### config.mk
export PLATFORM = sky130hd
export DESIGN_NAME = pwr_feed_detect
export DESIGN_NICKNAME = d
export VERILOG_FILES = /design/src/rtl/pfd_pkg.sv /design/src/rtl/pfd_window_timer.sv /design/src/rtl/pfd_sig_judge.sv /design/src/rtl/pfd_load_guard.sv /design/src/rtl/pwr_feed_detect.sv
export SDC_FILE = /design/constraint.sdc
export NUM_CORES = 1
export LEC_CHECK = 0
export CAP_MARGIN = 25
export CORE_ASPECT_RATIO = 2
export CORE_MARGIN = 1.5
export CORE_UTILIZATION = 30
export DETAILED_ROUTE_END_ITERATION = 7
export GPL_TIMING_DRIVEN = 1
export MAX_ROUTING_LAYER = met4
export PLACE_DENSITY_LB_ADDON = 0.3
export SYNTH_ARGS = -nofsm -noshare
export SYNTH_HDL_FRONTEND = slang
export SYNTH_SLANG_ARGS = --single-unit
### constraint.sdc
create_clock -name clk -period 3.3 [get_ports clk]
set_clock_uncertainty 0.2 [all_clocks]
set_input_delay 0.33 -clock clk [delete_from_list [all_inputs] [get_ports clk]]
set_output_delay 0.33 -clock clk [all_outputs]
set_load 0.01 [all_outputs]
### src/rtl/pfd_pkg.sv
package pfd_pkg;

    typedef enum logic [1:0] {
        ST_IDLE   = 2'd0,
        ST_DETECT = 2'd1,
        ST_PROBE  = 2'd2,
        ST_ON     = 2'd3
    } pfd_state_e;

endpackage

### src/rtl/pfd_window_timer.sv
module pfd_window_timer #(
    parameter int CNT_W = 10
) (
    input  logic             clk,
    input  logic             rst_n,
    input  logic             restart,
    input  logic             tick,
    input  logic [CNT_W-1:0] limit,
    output logic             done,
    output logic [CNT_W-1:0] count
);

    typedef struct packed {
        logic [CNT_W-1:0] cnt;
    } tmr_t;

    tmr_t cur_q, nxt_d;

    // Expiry depends only on the stored count, never on restart.
    assign done  = tick && (cur_q.cnt == (limit - CNT_W'(1)));
    assign count = cur_q.cnt;

    always_comb begin
        nxt_d = cur_q;
        if (restart) begin
            nxt_d.cnt = '0;
        end else if (done) begin
            nxt_d.cnt = '0;
        end else if (tick) begin
            nxt_d.cnt = cur_q.cnt + CNT_W'(1);
        end
    end

    always_ff @(posedge clk or negedge rst_n) begin
        if (!rst_n) begin
            cur_q <= '0;
        end else begin
            cur_q <= nxt_d;
        end
    end

    // the count never reaches the active window limit.
    p_cnt_in_window_r2: assert property (@(posedge clk) disable iff (!rst_n)
        cur_q.cnt < limit);

    // a plain tick advances the count by exactly one.
    p_tick_advances_r2: assert property (@(posedge clk) disable iff (!rst_n)
        (tick && !restart && !done) |=> (cur_q.cnt == $past(cur_q.cnt) + CNT_W'(1)));

    // with no tick and no restart the count holds.
    p_no_tick_hold_r2: assert property (@(posedge clk) disable iff (!rst_n)
        (!tick && !restart) |=> $stable(cur_q.cnt));

endmodule

### src/rtl/pfd_sig_judge.sv
module pfd_sig_judge (
    input  logic sig_in_range,
    input  logic pairs_cont,
    input  logic all_pairs_req,
    output logic sig_valid
);

    logic pair_gate;

    always_comb begin
        pair_gate = 1'b1;
        if (all_pairs_req) begin
            pair_gate = pairs_cont;
        end
        sig_valid = sig_in_range && pair_gate;
    end

    // with the pair check requested, missing continuity blocks the signature.
    always_comb begin
        if (all_pairs_req && !pairs_cont) begin
            a_pairs_block_r4: assert (!sig_valid);
        end
    end

endmodule

### src/rtl/pfd_load_guard.sv
module pfd_load_guard
    import pfd_pkg::*;
(
    input  pfd_state_e state,
    input  logic       over_current,
    input  logic       hold_present,
    output logic       trip,
    output logic       sag
);

    logic powered;

    always_comb begin
        powered = (state == ST_PROBE) || (state == ST_ON);
        trip    = powered && over_current;
        sag     = (state == ST_ON) && !hold_present;
    end

    // a trip is only ever reported while the switch is meant to be closed.
    always_comb begin
        if (trip) begin
            a_trip_when_powered_r6: assert (powered);
        end
    end

endmodule

### src/rtl/pwr_feed_detect.sv
module pwr_feed_detect
    import pfd_pkg::*;
#(
    parameter int SENSE_MS   = 5,
    parameter int PROBE_MS   = 876,
    parameter int BACKOFF_MS = 450
) (
    input  logic       clk,
    input  logic       rst_n,
    input  logic       ms_tick,
    input  logic       sig_in_range,
    input  logic       pairs_cont,
    input  logic       all_pairs_req,
    input  logic       load_present,
    input  logic       hold_present,
    input  logic       over_current,
    output logic       sense_en,
    output logic       main_en,
    output logic [1:0] status
);

    localparam int MAX_A  = (PROBE_MS > BACKOFF_MS) ? PROBE_MS : BACKOFF_MS;
    localparam int MAX_MS = (MAX_A > SENSE_MS) ? MAX_A : SENSE_MS;
    localparam int CNT_W  = $clog2(MAX_MS + 1);

    localparam logic [CNT_W-1:0] LIM_IDLE   = CNT_W'(BACKOFF_MS);
    localparam logic [CNT_W-1:0] LIM_DETECT = CNT_W'(SENSE_MS);
    localparam logic [CNT_W-1:0] LIM_PROBE  = CNT_W'(PROBE_MS);
    localparam logic [CNT_W-1:0] LIM_ON     = CNT_W'(1);

    typedef struct packed {
        pfd_state_e state;
        logic       sense;
        logic       main;
    } ctl_t;

    ctl_t cur_q, nxt_d;

    logic             win_done;
    logic             win_restart;
    logic [CNT_W-1:0] win_limit;
    logic [CNT_W-1:0] win_count;
    logic             sig_valid;
    logic             trip;
    logic             sag;

    initial begin
        if (SENSE_MS < 1 || PROBE_MS < 1 || BACKOFF_MS < 1) begin
            $error("window lengths must be at least one tick");
        end
    end

    always_comb begin
        unique case (cur_q.state)
            ST_IDLE:   win_limit = LIM_IDLE;
            ST_DETECT: win_limit = LIM_DETECT;
            ST_PROBE:  win_limit = LIM_PROBE;
            default:   win_limit = LIM_ON;
        endcase
    end

    pfd_window_timer #(
        .CNT_W (CNT_W)
    ) u_timer (
        .clk     (clk),
        .rst_n   (rst_n),
        .restart (win_restart),
        .tick    (ms_tick),
        .limit   (win_limit),
        .done    (win_done),
        .count   (win_count)
    );

    pfd_sig_judge u_judge (
        .sig_in_range  (sig_in_range),
        .pairs_cont    (pairs_cont),
        .all_pairs_req (all_pairs_req),
        .sig_valid     (sig_valid)
    );

    pfd_load_guard u_guard (
        .state        (cur_q.state),
        .over_current (over_current),
        .hold_present (hold_present),
        .trip         (trip),
        .sag          (sag)
    );

    always_comb begin
        nxt_d = cur_q;
        unique case (cur_q.state)
            ST_IDLE: begin
                if (win_done) begin
                    nxt_d.state = ST_DETECT;
                end
            end
            ST_DETECT: begin
                if (win_done) begin
                    nxt_d.state = sig_valid ? ST_PROBE : ST_IDLE;
                end
            end
            ST_PROBE: begin
                if (trip) begin
                    nxt_d.state = ST_IDLE;
                end else if (win_done) begin
                    nxt_d.state = load_present ? ST_ON : ST_IDLE;
                end
            end
            default: begin
                if (trip || sag) begin
                    nxt_d.state = ST_IDLE;
                end
            end
        endcase
        nxt_d.sense = (nxt_d.state == ST_DETECT);
        nxt_d.main  = (nxt_d.state == ST_PROBE) || (nxt_d.state == ST_ON);
    end

    assign win_restart = (nxt_d.state != cur_q.state);

    always_ff @(posedge clk or negedge rst_n) begin
        if (!rst_n) begin
            cur_q <= '{state: ST_IDLE, sense: 1'b0, main: 1'b0};
        end else begin
            cur_q <= nxt_d;
        end
    end

    assign sense_en = cur_q.sense;
    assign main_en  = cur_q.main;
    assign status   = cur_q.state;

    // sense voltage and main switch are mutually exclusive.
    p_sense_main_excl_r8: assert property (@(posedge clk) disable iff (!rst_n)
        !(sense_en && main_en));

    // idle keeps both drives off.
    p_idle_quiet_r9: assert property (@(posedge clk) disable iff (!rst_n)
        (status == ST_IDLE) |-> (!sense_en && !main_en));

    // the main switch only closes straight out of a sense phase.
    p_main_after_detect_r3: assert property (@(posedge clk) disable iff (!rst_n)
        $rose(main_en) |-> ($past(status) == ST_DETECT));

    // ON is only reached from the probe window on a tick.
    p_on_entry_r5: assert property (@(posedge clk) disable iff (!rst_n)
        (status == ST_PROBE && !ms_tick) |=> (status != ST_ON));

    // overcurrent while powered opens the switch on the next cycle.
    p_trip_drop_r6: assert property (@(posedge clk) disable iff (!rst_n)
        ((status == ST_PROBE || status == ST_ON) && over_current)
            |=> (status == ST_IDLE && !main_en));

    // loss of hold current in ON returns to idle.
    p_hold_loss_r7: assert property (@(posedge clk) disable iff (!rst_n)
        (status == ST_ON && !hold_present) |=> (status == ST_IDLE));

    // without a tick the timed states do not move.
    p_timed_stall_r2: assert property (@(posedge clk) disable iff (!rst_n)
        (!ms_tick && (status == ST_IDLE || status == ST_DETECT) ) |=> $stable(status));

endmodule

==> results of run 1 <==
-- report_power, final --
group          total (mW)  switching (mW)  internal, mW
Sequential          0.245          0.0433         0.202
Clock               0.165          0.0599         0.106
Combinational      0.0949          0.0422        0.0527
-- routing by layer --
metal / vias to the layer above / track usage
li1: 366 / -
met1: 382 / 0.117
met2: 19 / 0.284
met3: 4 / 0.0222
met4: 0 / 0.0969
met5: - / -
-- state kept, by name, summed over array words and instances (netlist names) --
signal and flops:
status 2, u_timer.count 10, sense_en 1, main_en 1
-- cell type report --
class | instances | area, µm² | share of cell area
Multi-Input combinational cell | 77 | 548 | 0.477
Sequential cell | 14 | 350 | 0.305
Timing Repair Buffer | 15 | 143 | 0.124
Clock buffer | 4 | 55.1 | 0.0479
Tap cell | 30 | 37.5 | 0.0327
Inverter | 4 | 15.0 | 0.0131
-- cells in the final DEF, fill, tap and decap left out --
master | Yosys | final
o21bai_1 | 1 | 1
buf_4 | 0 | 3
or2_2 | 1 | 1
nor2b_1 | 1 | 1
inv_1 | 4 | 4
nor2_1 | 10 | 10
and3b_1 | 1 | 1
clkbuf_8 | 0 | 4
o211ai_1 | 1 | 1
or4_4 | 1 | 1
nand4_2 | 1 | 1
nand3b_1 | 3 | 3
a21o_1 | 1 | 1
o21a_1 | 2 | 2
nor3_1 | 1 | 1
nand4_1 | 5 | 5
nand3_1 | 2 | 2
a21oi_1 | 1 | 1
a22oi_2 | 1 | 1
ha_1 | 8 | 8
a2bb2oi_1 | 1 | 1
and3_1 | 3 | 3
dfrtp_1 | 14 | 14
nand2b_1 | 2 | 2
a2111oi_0 | 1 | 1
nand2_1 | 12 | 12
or3b_1 | 1 | 1
o221a_2 | 1 | 1
xor2_1 | 12 | 12
clkdlybuf4s50_1 | 0 | 12
and3_2 | 1 | 1
a21boi_0 | 2 | 2
-- worst max-delay path by stage --
stage	start	to	slack (ns)	depth (start not counted)
final	status[1]	sense_en	0.56	8
after global routing	status[1]	sense_en	0.38	8
after CTS	status[1]	sense_en	0.53	8
after detailed placement	ms_tick	sense_en	0.44	7
after floorplan	status[0]	sense_en	0.50	8
after global placement	ms_tick	sense_en	0.53	7
-- stage by stage --
step | power, mW | setup slack [ns] | cell area (µm²)
global placement | 0.339 | 0.533 | 1090
CTS | 0.509 | 0.527 | 1150
floorplan | 0.306 | 0.496 | 918
finish | 0.505 | 0.565 | 1150
detailed placement | 0.343 | 0.435 | 1090
global route | 0.529 | 0.382 | 1150
-- critical path, delay by kind of cell (launching register included) --
family                     cells  cell delay (ns)
AOI/OAI and AO/OA              2             0.79
xor gates and xnor gates       1             0.14
adders and majority gates      1             0.21
buffers and inverters          1             0.14
DFF                            1             0.43
and+or+nand+nor                3             0.72
-- cell families (layout without fill, tap and decap cells) --
| logic type | count (synthesis) | in the layout |
|---|---|---|
| and+or+nand+nor | 45 | 45 |
| DFF | 14 | 14 |
| AOI/OAI and AO/OA | 12 | 12 |
| xor gates and xnor gates | 12 | 12 |
| adders and majority gates | 8 | 8 |
| buffers and inverters | 5 | 23 |
-- cell usage after synthesis (2+ instances only) --
cell / n / area, µm²
a21boi_0: 2 / 15.0
and3_1: 3 / 18.8
dfrtp_1: 14 / 350
ha_1: 8 / 100
inv_1: 4 / 15.0
nand2_1: 12 / 45.0
nand2b_1: 2 / 12.5
nand3_1: 2 / 10.0
nand3b_1: 3 / 22.5
nand4_1: 5 / 31.3
nor2_1: 10 / 37.5
o21a_1: 2 / 15.0
xor2_1: 12 / 105
==> flow_summary.json, run 1 <==
{
  "dieWidth_um": 42.1,
  "worstPathMaxFanout": 5,
  "grt_pass1_wl_um": 3460,
  "finalWirelength_um": 2100,
  "drt-pass1-iter-count": 4,
  "cts_max_level": 1,
  "synth.mux.area_fraction": 0,
  "synth_top_family_by_area": "simple AND/OR/NAND/NOR gates",
  "synth-edff-count": 0,
  "synth-seq-cells": 14,
  "maxSlewViolCount": 0,
  "syn_inst": 96,
  "cts-root-buf": "clkbuf_8",
  "crit_chain": "inv_1 -> ha_1 -> xor2_1 -> a2111oi_0 -> nand4_2 -> or3b_1 -> o221a_2 -> and3_1",
  "async_flop_share": 1.00,
  "syn-num-nets": 113,
  "ctsHoldBuffers": 0,
  "cp_slowest_cell": "a2111oi_0",
  "antenna_left": 0,
  "cts_resized": 0,
  "fmax_ghz": 0.366,
  "synthAdderAreaFrac": 0.109,
  "fillCellCount": 331,
  "dr.max_layer_used": "met4",
  "vias": 771,
  "outcome": "complete, no violations",
  "gr-usage-all-layers": 0.144,
  "rr_startpoint": "status[1]",
  "setup_tns_ns": 0,
  "cts_setup_buffers": 0,
  "fin_util": 0.390,
  "syn_avg_cell_area_um2": 9.57,
  "syn_to_final_growth_pct": 25.1,
  "wl_met1_um": 704,
  "hpwl_um": 1730,
  "rsz0062_at_grt": "false",
  "final_hold_viol_count": 0,
  "yosysWarnings": 0,
  "synthSimpleGateAreaFrac": 0.266,
  "fin_cells": 144,
  "avgViaCountPerCell": 5.35,
  "drive_above_1_share": 0.114,
  "post_drt_wl_per_cell_um": 14.6,
  "crit_type": "reg -> reg",
  "place.gp.congestion": 0.835,
  "met2WireLength_um": 1270,
  "die_area_mm2": 0.00342,
  "clk_latency_ns": 0.24,
  "yosysSeqAreaShare": 0.381,
  "row_count": 28,
  "finalNetCount": 132,
  "antenna_found_initial": 0,
  "ys.flop_type": "dfrtp_1",
  "grt_pass1_vias": 756,
  "clk_path_buf_depth": 2,
  "fin_hold_ws_ns": 0.279,
  "drc": 0,
  "slew_headroom": 0.574,
  "cts-buffers-inserted": 3,
  "core-area_mm2": 0.00294,
  "worst_pin_slew_ns": 0.637,
  "wl_met3_um": 53,
  "r2r_slack_ns": 0.56,
  "syn_area_um2": 918,
  "gr-total-overflow": 0,
  "min_path_type": "in -> async",
  "crit_path_end_kind": "flop",
  "synth_compound_area_frac": 0.108,
  "grt_max_degree": 15,
  "maxCapViolCount": 0,
  "critPathMaxStageDelay_ns": 0.52,
  "cp_data_required_time_ns": 3.23,
  "die_height_um": 81.2,
  "drt_iter0_markers": 7,
  "tritoncts": "yes",
  "rr_worst_depth": 8,
  "start_util": 0.312,
  "ios": 13,
  "antenna_cells": 0,
  "ir_drop_mv": 0.206,
  "path_clk_slew_ns": 0.06,
  "power_density_mw_per_mm2": 440,
  "arrival_ns": 2.67,
  "synthXorXnorAreaFrac": 0.114,
  "dp_cells": 140,
  "start_kind": "flop",
  "portBuffers": 12,
  "p_leak_nw": 0.553,
  "finalWorstPathRequiredPeriod_ns": 2.74,
  "synthDistinctLibCells": 30,
  "timing.final.crit_share": 0.829,
  "clkSinkCount": 14,
  "reg2reg_to": "sense_en",
  "setup_violations": 0
}
Power figures use the tool's default switching activity.
==> inputs of run 2 (changes only) <==
==> constraint.sdc (replaced) <==
create_clock -name clk -period 2.6 [get_ports clk]
set_clock_uncertainty 0.2 [all_clocks]
set_input_delay 0.26 -clock clk [delete_from_list [all_inputs] [get_ports clk]]
set_output_delay 0.26 -clock clk [all_outputs]
set_load 0.01 [all_outputs]
==> flow_summary.json, run 2 (synthesis results as in run 1) <==
{
  "outcome": "complete, no violations",
  "finalWorstPathRequiredPeriod_ns": 2.49,
  "path_clk_slew_ns": 0.06,
  "cts-buffers-inserted": 3,
  "avgViaCountPerCell": 5.28,
  "cts_setup_buffers": 0,
  "finalWirelength_um": 2030,
  "post_drt_wl_per_cell_um": 13.7,
  "cts_max_level": 1,
  "core-area_mm2": 0.00294,
  "row_count": 28,
  "worst_pin_slew_ns": 0.628,
  "clkSinkCount": 14,
  "seqPwrFrac": 0.461,
  "portBuffers": 12,
  "setup_tns_ns": 0,
  "rr_startpoint": "status[0]",
  "ctsHoldBuffers": 0,
  "antenna_left": 0,
  "clk_path_buf_depth": 2,
  "hpwl_um": 1680,
  "finalNetCount": 136,
  "crit_chain": "inv_2 -> ha_4 -> or4_4 -> a22oi_2 -> nand4_2 -> or3b_1 -> o221a_2 -> and3_1",
  "drt_iter0_markers": 19,
  "ios": 13,
  "setup_violations": 0,
  "crit_type": "reg -> reg",
  "maxSlewViolCount": 0,
  "antenna_cells": 0,
  "p_leak_nw": 0.567,
  "rsz0062_at_grt": "false",
  "min_path_type": "in -> async",
  "final_cell_mix": "12 x xor2_1, 12 x nand2_1, 12 x clkdlybuf4s50_1, 12 x dfrtp_1, 10 x nor2_1",
  "drt-pass1-iter-count": 4,
  "switching_power_mw": 0.188,
  "start_util": 0.312,
  "dp_cells": 144,
  "tritoncts": "yes",
  "vias": 782,
  "fillCellCount": 323,
  "drc": 0,
  "clk_latency_ns": 0.25,
  "antenna_found_initial": 0,
  "met2WireLength_um": 1230,
  "crit_path_end_kind": "flop",
  "slew_headroom": 0.580,
  "cp_slowest_cell": "or4_4",
  "p_int_mw": 0.468,
  "place.gp.congestion": 0.782,
  "grt_pass1_wl_um": 3620,
  "dieWidth_um": 42.1,
  "fmax_ghz": 0.402,
  "grt_pass1_vias": 815,
  "largest_reg_flops": 10,
  "power_density_mw_per_mm2": 547,
  "ir_drop_mv": 0.263,
  "grt_max_degree": 15,
  "netSwitchingFraction": 0.287,
  "placed_cell_area_mm2": 0.00114,
  "syn_to_final_growth_pct": 30.7,
  "timing.final.crit_share": 0.956,
  "fin_area_mm2": 0.00120,
  "cts-root-buf": "clkbuf_8",
  "start_kind": "flop",
  "die_area_mm2": 0.00342,
  "worstPathMaxFanout": 6,
  "maxCapViolCount": 0,
  "dr.max_layer_used": "met4",
  "gr-total-overflow": 0,
  "cp_data_required_time_ns": 2.54,
  "pwr-share-comb": 0.213,
  "die_height_um": 81.2,
  "pwr-share-clk": 0.326,
  "fin_cells": 148,
  "crit_start": "status[0]",
  "drive_above_1_share": 0.186,
  "wl_met1_um": 701,
  "gr-usage-all-layers": 0.145,
  "critPathMaxStageDelay_ns": 0.41,
  "final_hold_viol_count": 0,
  "arrival_ns": 2.42,
  "fin_util": 0.408,
  "total_power_mw": 0.656,
  "wl_met3_um": 42
}
## run 2: final timing paths
check	cells after the start	endpoint	slack [ns]
max	8	sense_en	0.11
min	1	u_timer.count[3]	0.20
max reg2reg	8	sense_en	0.11
min reg2reg	2	u_timer.count[9]	0.40
max in group asynchronous	1	status[0]	1.55
min in group clk	2	u_timer.count[9]	0.40
## run 2: area by class of cell
| class | count | area [µm²] | share of cell area |
|---|---|---|---|
| flip-flops and latches | 14 | 353 | 0.294 |
| clock buffers | 4 | 55.1 | 0.0459 |
| well taps | 30 | 37.5 | 0.0313 |
| inverters | 4 | 15.0 | 0.0125 |
| multi-input cells | 77 | 567 | 0.472 |
| repair buffers | 19 | 173 | 0.144 |
## run 2: what timing repair did
| action | CTS | global route |
|---|---|---|
| endpoints found under the hold margin | 0 | 0 |
| resized for setup | 0 | 1 |
| endpoints found under the setup margin | 0 | 1 |
## run 2: critical path: cells and delay by family, from the launching register on
kind	cells	cell delay, ns
AO/OA/AOI/OAI	2	0.48
adder cells (fa/ha/maj)	1	0.19
buffers and inverters	1	0.08
flip-flops	1	0.37
AND/OR/NAND/NOR	4	1.06
## run 2: per-stage QoR
| stage | worst slack, ns | hold slack, ns |
|---|---|---|
| after floorplan | 0.00296 | -0.236 |
| after global placement | 0.127 | 0.369 |
| after detailed placement | 0.0979 | 0.364 |
| after CTS | 0.0740 | 0.224 |
| after global routing | 0.0187 | 0.257 |
| final | 0.114 | 0.201 |
## run 2: power by group through the flow
stage | clock [mW] | combinational [mW] | sequential [mW]
2_1_floorplan | 0 | 0.0922 | 0.297
3_3_place_gp | 0 | 0.136 | 0.305
3_5_place_dp | 0 | 0.141 | 0.305
4_1_cts | 0.220 | 0.141 | 0.301
5_1_grt | 0.231 | 0.160 | 0.308
6_report | 0.214 | 0.140 | 0.302
## run 2: per-layer routing
metal	GRT usage	up-vias
li1	-	374
met4	0.116	0
met5	-	-
met1	0.130	387
met3	0.00889	6
met2	0.272	15
